$ cat config.mk
export PLATFORM = sky130hd
export DESIGN_NAME = hzd_unit
export DESIGN_NICKNAME = d
export VERILOG_FILES = /design/src/rtl/hzd_pkg.sv /design/src/rtl/hzd_fwd_pick.sv /design/src/rtl/hzd_load_interlock.sv /design/src/rtl/hzd_unit.sv
export SDC_FILE = /design/constraint.sdc
export NUM_CORES = 1
export LEC_CHECK = 0
export ABC_CLOCK_PERIOD_IN_PS = 2300
export BUFFER_PORTS_ARGS = -buffer_cell sky130_fd_sc_hd__buf_2
export CORE_AREA = 2 2 39 41
export DETAILED_ROUTE_END_ITERATION = 12
export DIE_AREA = 0 0 41 43
export PLACE_DENSITY = 0.72
export SYNTH_ARGS = -nofsm -noshare
export SYNTH_HDL_FRONTEND = slang
export SYNTH_SLANG_ARGS = --single-unit
export TNS_END_PERCENT = 30
$ cat constraint.sdc
create_clock -name vclk -period 2.3
set_clock_uncertainty 0.05 [all_clocks]
set_input_delay 0.575 -clock vclk [all_inputs]
set_output_delay 0.575 -clock vclk [all_outputs]
set_load 0.01 [all_outputs]
$ cat src/rtl/hzd_pkg.sv
package hzd_pkg;
  typedef enum logic [1:0] {
    FWD_RF  = 2'd0,
    FWD_MEM = 2'd1,
    FWD_WB  = 2'd2
  } fwd_sel_e;
endpackage

$ cat src/rtl/hzd_fwd_pick.sv
module hzd_fwd_pick
  import hzd_pkg::*;
#(
  parameter int RIDX_W = 5
) (
  input  logic [RIDX_W-1:0] src_i,
  input  logic [RIDX_W-1:0] mem_rd_i,
  input  logic              mem_we_i,
  input  logic              mem_load_i,
  input  logic [RIDX_W-1:0] wb_rd_i,
  input  logic              wb_we_i,
  output fwd_sel_e          sel_o
);
  logic mem_hit, wb_hit;

  // loaded data is not on the memory-stage result path
  assign mem_hit = mem_we_i && !mem_load_i && (mem_rd_i == src_i);
  assign wb_hit  = wb_we_i && (wb_rd_i == src_i);

  always_comb begin
    if (mem_hit)     sel_o = FWD_MEM;
    else if (wb_hit) sel_o = FWD_WB;
    else             sel_o = FWD_RF;
  end

  always_comb begin

    no_mem_load_fwd_chk: assert (!(sel_o == FWD_MEM && mem_load_i))
      else $error("memory-stage load used as bypass source");

    fwd_needs_we_chk: assert (!(sel_o == FWD_MEM && !mem_we_i) && !(sel_o == FWD_WB && !wb_we_i))
      else $error("bypass from producer with write enable low");

    wb_index_chk: assert (!(sel_o == FWD_WB && wb_rd_i != src_i))
      else $error("write-back bypass on index mismatch");
  end
endmodule

$ cat src/rtl/hzd_load_interlock.sv
module hzd_load_interlock #(
  parameter int RIDX_W  = 5,
  parameter int NUM_SRC = 2
) (
  input  logic [NUM_SRC-1:0][RIDX_W-1:0] id_rs_i,
  input  logic [RIDX_W-1:0]              ex_rd_i,
  input  logic                           ex_we_i,
  input  logic                           ex_load_i,
  output logic                           stall_o
);
  logic [NUM_SRC-1:0] hit;

  for (genvar s = 0; s < NUM_SRC; s++) begin : g_src
    assign hit[s] = (id_rs_i[s] == ex_rd_i);
  end

  assign stall_o = ex_load_i && ex_we_i && (|hit);

  always_comb begin

    no_stall_without_load_chk: assert (!(stall_o && !(ex_load_i && ex_we_i)))
      else $error("stall raised without writing load in execute");
  end
endmodule

$ cat src/rtl/hzd_unit.sv
module hzd_unit
  import hzd_pkg::*;
#(
  parameter int RIDX_W  = 5,
  parameter int NUM_SRC = 2
) (
  input  logic [NUM_SRC-1:0][RIDX_W-1:0] id_rs_i,
  input  logic [NUM_SRC-1:0][RIDX_W-1:0] ex_rs_i,
  input  logic [RIDX_W-1:0]              ex_rd_i,
  input  logic                           ex_we_i,
  input  logic                           ex_load_i,
  input  logic [RIDX_W-1:0]              mem_rd_i,
  input  logic                           mem_we_i,
  input  logic                           mem_load_i,
  input  logic [RIDX_W-1:0]              wb_rd_i,
  input  logic                           wb_we_i,
  output logic [NUM_SRC-1:0][1:0]        fwd_sel_o,
  output logic                           stall_o,
  output logic                           bubble_o
);
  fwd_sel_e sel [NUM_SRC];
  logic     interlock;

  for (genvar s = 0; s < NUM_SRC; s++) begin : g_op
    hzd_fwd_pick #(.RIDX_W(RIDX_W)) i_pick (
      .src_i      (ex_rs_i[s]),
      .mem_rd_i   (mem_rd_i),
      .mem_we_i   (mem_we_i),
      .mem_load_i (mem_load_i),
      .wb_rd_i    (wb_rd_i),
      .wb_we_i    (wb_we_i),
      .sel_o      (sel[s])
    );
    assign fwd_sel_o[s] = sel[s];
  end

  hzd_load_interlock #(.RIDX_W(RIDX_W), .NUM_SRC(NUM_SRC)) i_ilk (
    .id_rs_i   (id_rs_i),
    .ex_rd_i   (ex_rd_i),
    .ex_we_i   (ex_we_i),
    .ex_load_i (ex_load_i),
    .stall_o   (interlock)
  );

  assign stall_o  = interlock;
  assign bubble_o = interlock;

  always_comb begin

    bubble_tracks_stall_chk: assert (bubble_o == stall_o)
      else $error("bubble and stall disagree");

    stall_index_chk: assert (!(stall_o && !(ex_rd_i == id_rs_i[0] || ex_rd_i == id_rs_i[NUM_SRC-1]) && NUM_SRC <= 2))
      else $error("stall without index match");
  end
endmodule

==> flow_metrics.env, run 1 <==
export IMPL_outcome="completed"
export IMPL_utilization=0.445
export IMPL_rsz0062_at_grt="no"
export IMPL_start_kind="input port"
export IMPL_endpoint_kind="output pin"
export IMPL_grt_ovfl_total=0
export IMPL_yosys_mux_area_fraction=0
export IMPL_drive_above_1_share=0.500
export IMPL_io_pins=46
export IMPL_regArea_um2=0
export IMPL_worstPathRequired_ns=1.67
export IMPL_io_buffers=46
export IMPL_crit_arrival_ns=1.52
export IMPL_nets=134
export IMPL_fmax_ghz=0.466
export IMPL_synthCells=49
export IMPL_min_period_ns=2.15
export IMPL_netSwitchingFraction=0.438
export IMPL_wl_um=1080
export IMPL_drv_slew=0
export IMPL_firstDrtPassIters=3
export IMPL_synthTopCellsByArea="xnor2_1, xor2_1, nand4_1"
export IMPL_drt_wirelength_per_cell_um=9.99
export IMPL_yosys_area_share_simple=0.197
export IMPL_fin_setup_tns_ns=0
export IMPL_area_growth_pct=58.7
export IMPL_clkbuf_count=0
export IMPL_place_hpwl_um=1060
export IMPL_synth_fa_ha_area_frac=0
export IMPL_start_util=0.280
export IMPL_vdd_drop_max_v=0.0000632
export IMPL_track_usage=0.116
export IMPL_final_cell_area_um2=616
export IMPL_power_density_nw_per_um2=175
export IMPL_p_seq_frac=0
export IMPL_place_area_um2=616
export IMPL_gp_congestion=0.658
export IMPL_crit_chain="buf_2 > xnor2_1 > nand4_1 > o311a_1 > buf_2"
export IMPL_num_fill_cells=140
export IMPL_die_area_um2=1760
export IMPL_synth_cell_types=11
export IMPL_synth_top_cell_area_share=0.452
export IMPL_vias=514
export IMPL_max_stage_delay_ns=0.37
export IMPL_diodes=0
export IMPL_synth_xor_area_frac=0.677
export IMPL_row_count=14
export IMPL_grt_pass1_vias=447
export IMPL_drcViolationCount=0
export IMPL_synth_top_family_by_area="XOR/XNOR gates"
export IMPL_period_share=0.934
export IMPL_netlist_area_um2=388
export IMPL_worst_slew_pin_slew_ns=0.279
export IMPL_core_um2=1380
export IMPL_cp_common_cell="buf_2"
export IMPL_grt_max_degree=5
export IMPL_path_max_fanout=2
export IMPL_syn_nets=89
export IMPL_vias_per_cell=4.76
export IMPL_hold_viol_final=0
export IMPL_final_cell_mix="buf_2, xnor2_1, xor2_1"
export IMPL_ys_seq_area_frac=0
export IMPL_intPower_mw=0.0604
export IMPL_yosysTopAreaCell="xnor2_1"
export IMPL_synth_compound_area_frac=0.0677
export IMPL_cap_violations=0
export IMPL_finalSetupViolations=0
export IMPL_cts_repair_resized=0
export IMPL_layout_commonest_cell="buf_2"
export IMPL_hp_class="input port to output pin"
export IMPL_clockPowerShare=0
export IMPL_slew_headroom=0.813
export IMPL_postRouteAntennaNets=0
export IMPL_p_switching_mw=0.0471
export IMPL_pwr_share_comb=1.000
export IMPL_avgSynthCellArea_um2=7.92
export IMPL_cts_hold_fix_buffers=0
export IMPL_yosys_warnings=0
export IMPL_slowest_stage="o311a_1"
export IMPL_grt_pass1_wl_um=1500
export IMPL_drtIter0Drc=4
export IMPL_chipHeight_um=43
export IMPL_dieWidth_um=41
export IMPL_seq_cells=0
export IMPL_antenna_found_initial=0
export IMPL_cts_setup_buffers=0
export IMPL_p_leak_nw=0.294
export IMPL_critical_path_class="input port to output pin"
-- cell usage after synthesis, drive strengths merged --
cell,n
nand4,4
nor3,2
nor4,2
nand2b,1
o311a,2
and2,2
xor2,10
o22ai,1
nand3,2
buf,3
xnor2,20
-- power groups by stage --
stage | registers (mW) | clock network [mW] | logic (mW)
2_1_floorplan | 0 | 0 | 0.0527
3_3_place_gp | 0 | 0 | 0.107
3_5_place_dp | 0 | 0 | 0.109
4_1_cts | 0 | 0 | 0.109
5_1_grt | 0 | 0 | 0.118
6_report | 0 | 0 | 0.108
-- per-layer routing --
layer | GRT usage | share of wire | vias up
met3 | 0.0105 | 0.13 | 0
met5 | 0 | 0 | -
met4 | 0 | 0 | 0
met2 | 0.259 | 0.57 | 34
li1 | - | - | 256
met1 | 0.0981 | 0.30 | 224
-- cells by family (layout without fill, tap and decap cells) --
group	count (synthesis)	in the layout
AO/OA/AOI/OAI	3	3
XOR/XNOR	30	30
buffers and inverters	3	46
AND/OR/NAND/NOR	13	13
-- stage by stage --
stage	power, mW	setup WS [ns]	std cells	hold slack [ns]
5_1_grt	0.118	0.105	108	1.49
4_1_cts	0.109	0.147	108	1.49
3_3_place_gp	0.107	0.147	108	1.48
6_report	0.108	0.152	108	1.48
3_5_place_dp	0.109	0.152	108	1.49
2_1_floorplan	0.0527	0.403	49	1.25
-- cell type report --
cell class	instances	area [µm²]	area share
Multi-Input combinational cell	46	365	0.593
Timing Repair Buffer	46	230	0.374
Tap cell	16	20.0	0.0325
-- worst paths after layout --
check / startpoint / to / cells past startpoint
max: ex_rs_i[3] / fwd_sel_o[1] / 5
min: ex_we_i / stall_o / 4
-- worst max-delay path, delay by kind of cell --
| family | cells | cell delay [ns] |
|---|---|---|
| buffers and inverters | 2 | 0.25 |
| AND/OR/NAND/NOR | 1 | 0.14 |
| XOR/XNOR | 1 | 0.19 |
| AO/OA/AOI/OAI | 1 | 0.37 |
No activity file was read; power rests on OpenSTA's default activity.
==> inputs of run 2 (changes only) <==
--- a/config.mk
+++ b/config.mk
@@ -5,12 +5,12 @@
 export SDC_FILE = /design/constraint.sdc
 export NUM_CORES = 1
 export LEC_CHECK = 0
-export ABC_CLOCK_PERIOD_IN_PS = 2300
+export ABC_CLOCK_PERIOD_IN_PS = 1900
 export BUFFER_PORTS_ARGS = -buffer_cell sky130_fd_sc_hd__buf_2
 export CORE_AREA = 2 2 39 41
 export DETAILED_ROUTE_END_ITERATION = 12
 export DIE_AREA = 0 0 41 43
-export PLACE_DENSITY = 0.72
+export PLACE_DENSITY = 0.75
 export SYNTH_ARGS = -nofsm -noshare
 export SYNTH_HDL_FRONTEND = slang
 export SYNTH_SLANG_ARGS = --single-unit
==> constraint.sdc (replaced) <==
create_clock -name vclk -period 1.9
set_clock_uncertainty 0.05 [all_clocks]
set_input_delay 0.475 -clock vclk [all_inputs]
set_output_delay 0.475 -clock vclk [all_outputs]
set_load 0.01 [all_outputs]
==> run 2 against run 1 <==
  * Non-clock buffer count increased by 3
  * Via count is 1.9% higher
  * Wire length rose by 16%
  * Cell area up 16%
  * Critical path depth stayed put
  * Power is 45% higher
  * Count of clock-buffer cells in the layout unchanged
  * Highest routed layer unchanged
  * Worst setup slack got worse by 0.13 ns
  * Sequential share of layout area unchanged
  * Critical path type unchanged
  * Sequential cell count unchanged
==> flow_metrics.env, run 2 (synthesis gave the netlist of run 1 again) <==
export IMPL_outcome="completed"
export IMPL_clkbuf_count=0
export IMPL_path_max_fanout=2
export IMPL_power_mw=0.156
export IMPL_drtIter0Drc=3
export IMPL_final_cell_area_um2=712
export IMPL_drv_slew=0
export IMPL_hp_class="input port to output pin"
export IMPL_slowest_stage="o311a_1"
export IMPL_worst_slew_pin_slew_ns=0.331
export IMPL_grt_pass1_wl_um=1550
export IMPL_final_cell_mix="buf_2, xnor2_1, xor2_1"
export IMPL_nets=137
export IMPL_dieWidth_um=41
export IMPL_period_share=0.990
export IMPL_endpoint_kind="output pin"
export IMPL_max_stage_delay_ns=0.30
export IMPL_vias_per_cell=4.72
export IMPL_fin_setup_tns_ns=0
export IMPL_chipHeight_um=43
export IMPL_hp_start="ex_we_i"
export IMPL_cp_common_cell="buf_2"
export IMPL_io_pins=46
export IMPL_row_count=14
export IMPL_min_period_ns=1.88
export IMPL_vdd_drop_max_v=0.0000818
export IMPL_holdPathEnd="bubble_o"
export IMPL_grt_pass1_vias=458
export IMPL_track_usage=0.123
export IMPL_cts_hold_fix_buffers=0
export IMPL_place_area_um2=631
export IMPL_io_buffers=46
export IMPL_start_util=0.280
export IMPL_grt_ovfl_total=0
export IMPL_drive_above_1_share=0.600
export IMPL_vias=524
export IMPL_crit_chain="buf_2 > xnor2_2 > nand4_1 > o311a_1 > buf_2"
export IMPL_rsz0062_at_grt="yes"
export IMPL_worstPathRequired_ns=1.37
export IMPL_regArea_um2=0
export IMPL_diodes=0
export IMPL_grt_max_degree=5
export IMPL_start_kind="input port"
export IMPL_gp_congestion=0.660
export IMPL_holdPathStages=4
export IMPL_place_hpwl_um=1060
export IMPL_firstDrtPassIters=4
export IMPL_cap_violations=0
export IMPL_crit_family="compound AO/OA/AOI/OAI gates"
export IMPL_wl_um=1250
export IMPL_seq_cells=0
export IMPL_area_growth_pct=83.5
export IMPL_dp_cells=110
export IMPL_critical_path_class="input port to output pin"
export IMPL_finalSetupViolations=0
export IMPL_instances_no_fill=111
export IMPL_postRouteAntennaNets=0
export IMPL_drt_wirelength_per_cell_um=11.2
export IMPL_p_leak_nw=0.347
export IMPL_crit_arrival_ns=1.36
export IMPL_cp_num_buf_inv=2
export IMPL_antenna_found_initial=0
export IMPL_fmax_ghz=0.532
export IMPL_drcViolationCount=0
export IMPL_hold_viol_final=0
export IMPL_core_um2=1380
export IMPL_layout_commonest_cell="buf_2"
export IMPL_slew_headroom=0.778
export IMPL_power_density_nw_per_um2=219
export IMPL_die_area_um2=1760
run 2: cell type report:
cell class,instances,area [µm²]
well taps,16,20.0
fillers,130,672
repair buffers,49,265
multi-input cells,46,427
run 2: through the flow:
stage	worst slack, ns	hold slack (ns)	util
2_1_floorplan	0.203	1.05	-
3_3_place_gp	-0.0568	1.28	0.456
3_5_place_dp	-0.0664	1.28	0.456
4_1_cts	0.00673	1.29	0.490
5_1_grt	-0.0282	1.29	0.514
6_report	0.0192	1.28	0.514
run 2: layer usage:
metal / vias up / track usage / part of all wire
met5: - / 0 / 0
met4: 0 / 0 / 0
met3: 0 / 0 / 0.10
met2: 36 / 0.300 / 0.61
met1: 226 / 0.0860 / 0.29
li1: 262 / - / -
run 2: worst min-delay path: stages:
cell,delay [ns]
buf_2,0.10
nand3_1,0.06
o22ai_1,0.08
buf_2,0.14
run 2: how the worst max path moves through the flow:
stage / cells past startpoint / end / startpoint / slack [ns]
floorplan: 4 / stall_o / ex_rd_i[1] / 0.20
global placement: 5 / fwd_sel_o[1] / ex_rs_i[3] / -0.06
detailed placement: 5 / fwd_sel_o[1] / ex_rs_i[3] / -0.07
CTS: 5 / fwd_sel_o[1] / ex_rs_i[4] / 0.007
global route: 5 / fwd_sel_o[3] / wb_rd_i[4] / -0.03
finish: 5 / fwd_sel_o[1] / ex_rs_i[3] / 0.02
run 2: power by group:
| group | switching [mW] | total [mW] | internal (mW) | leakage (nW) |
|---|---|---|---|---|
| clock | 0 | 0 | 0 | 0 |
| sequential | 0 | 0 | 0 | 0 |
| combinational | 0.0688 | 0.156 | 0.0870 | 0.347 |
run 2: repair_timing:
action / 4_1_cts / 5_1_grt
pin swaps: 6 / 9
setup endpoints to repair: 3 / 4
gates resized for setup: 6 / 5
buffers inserted: 1 / 0
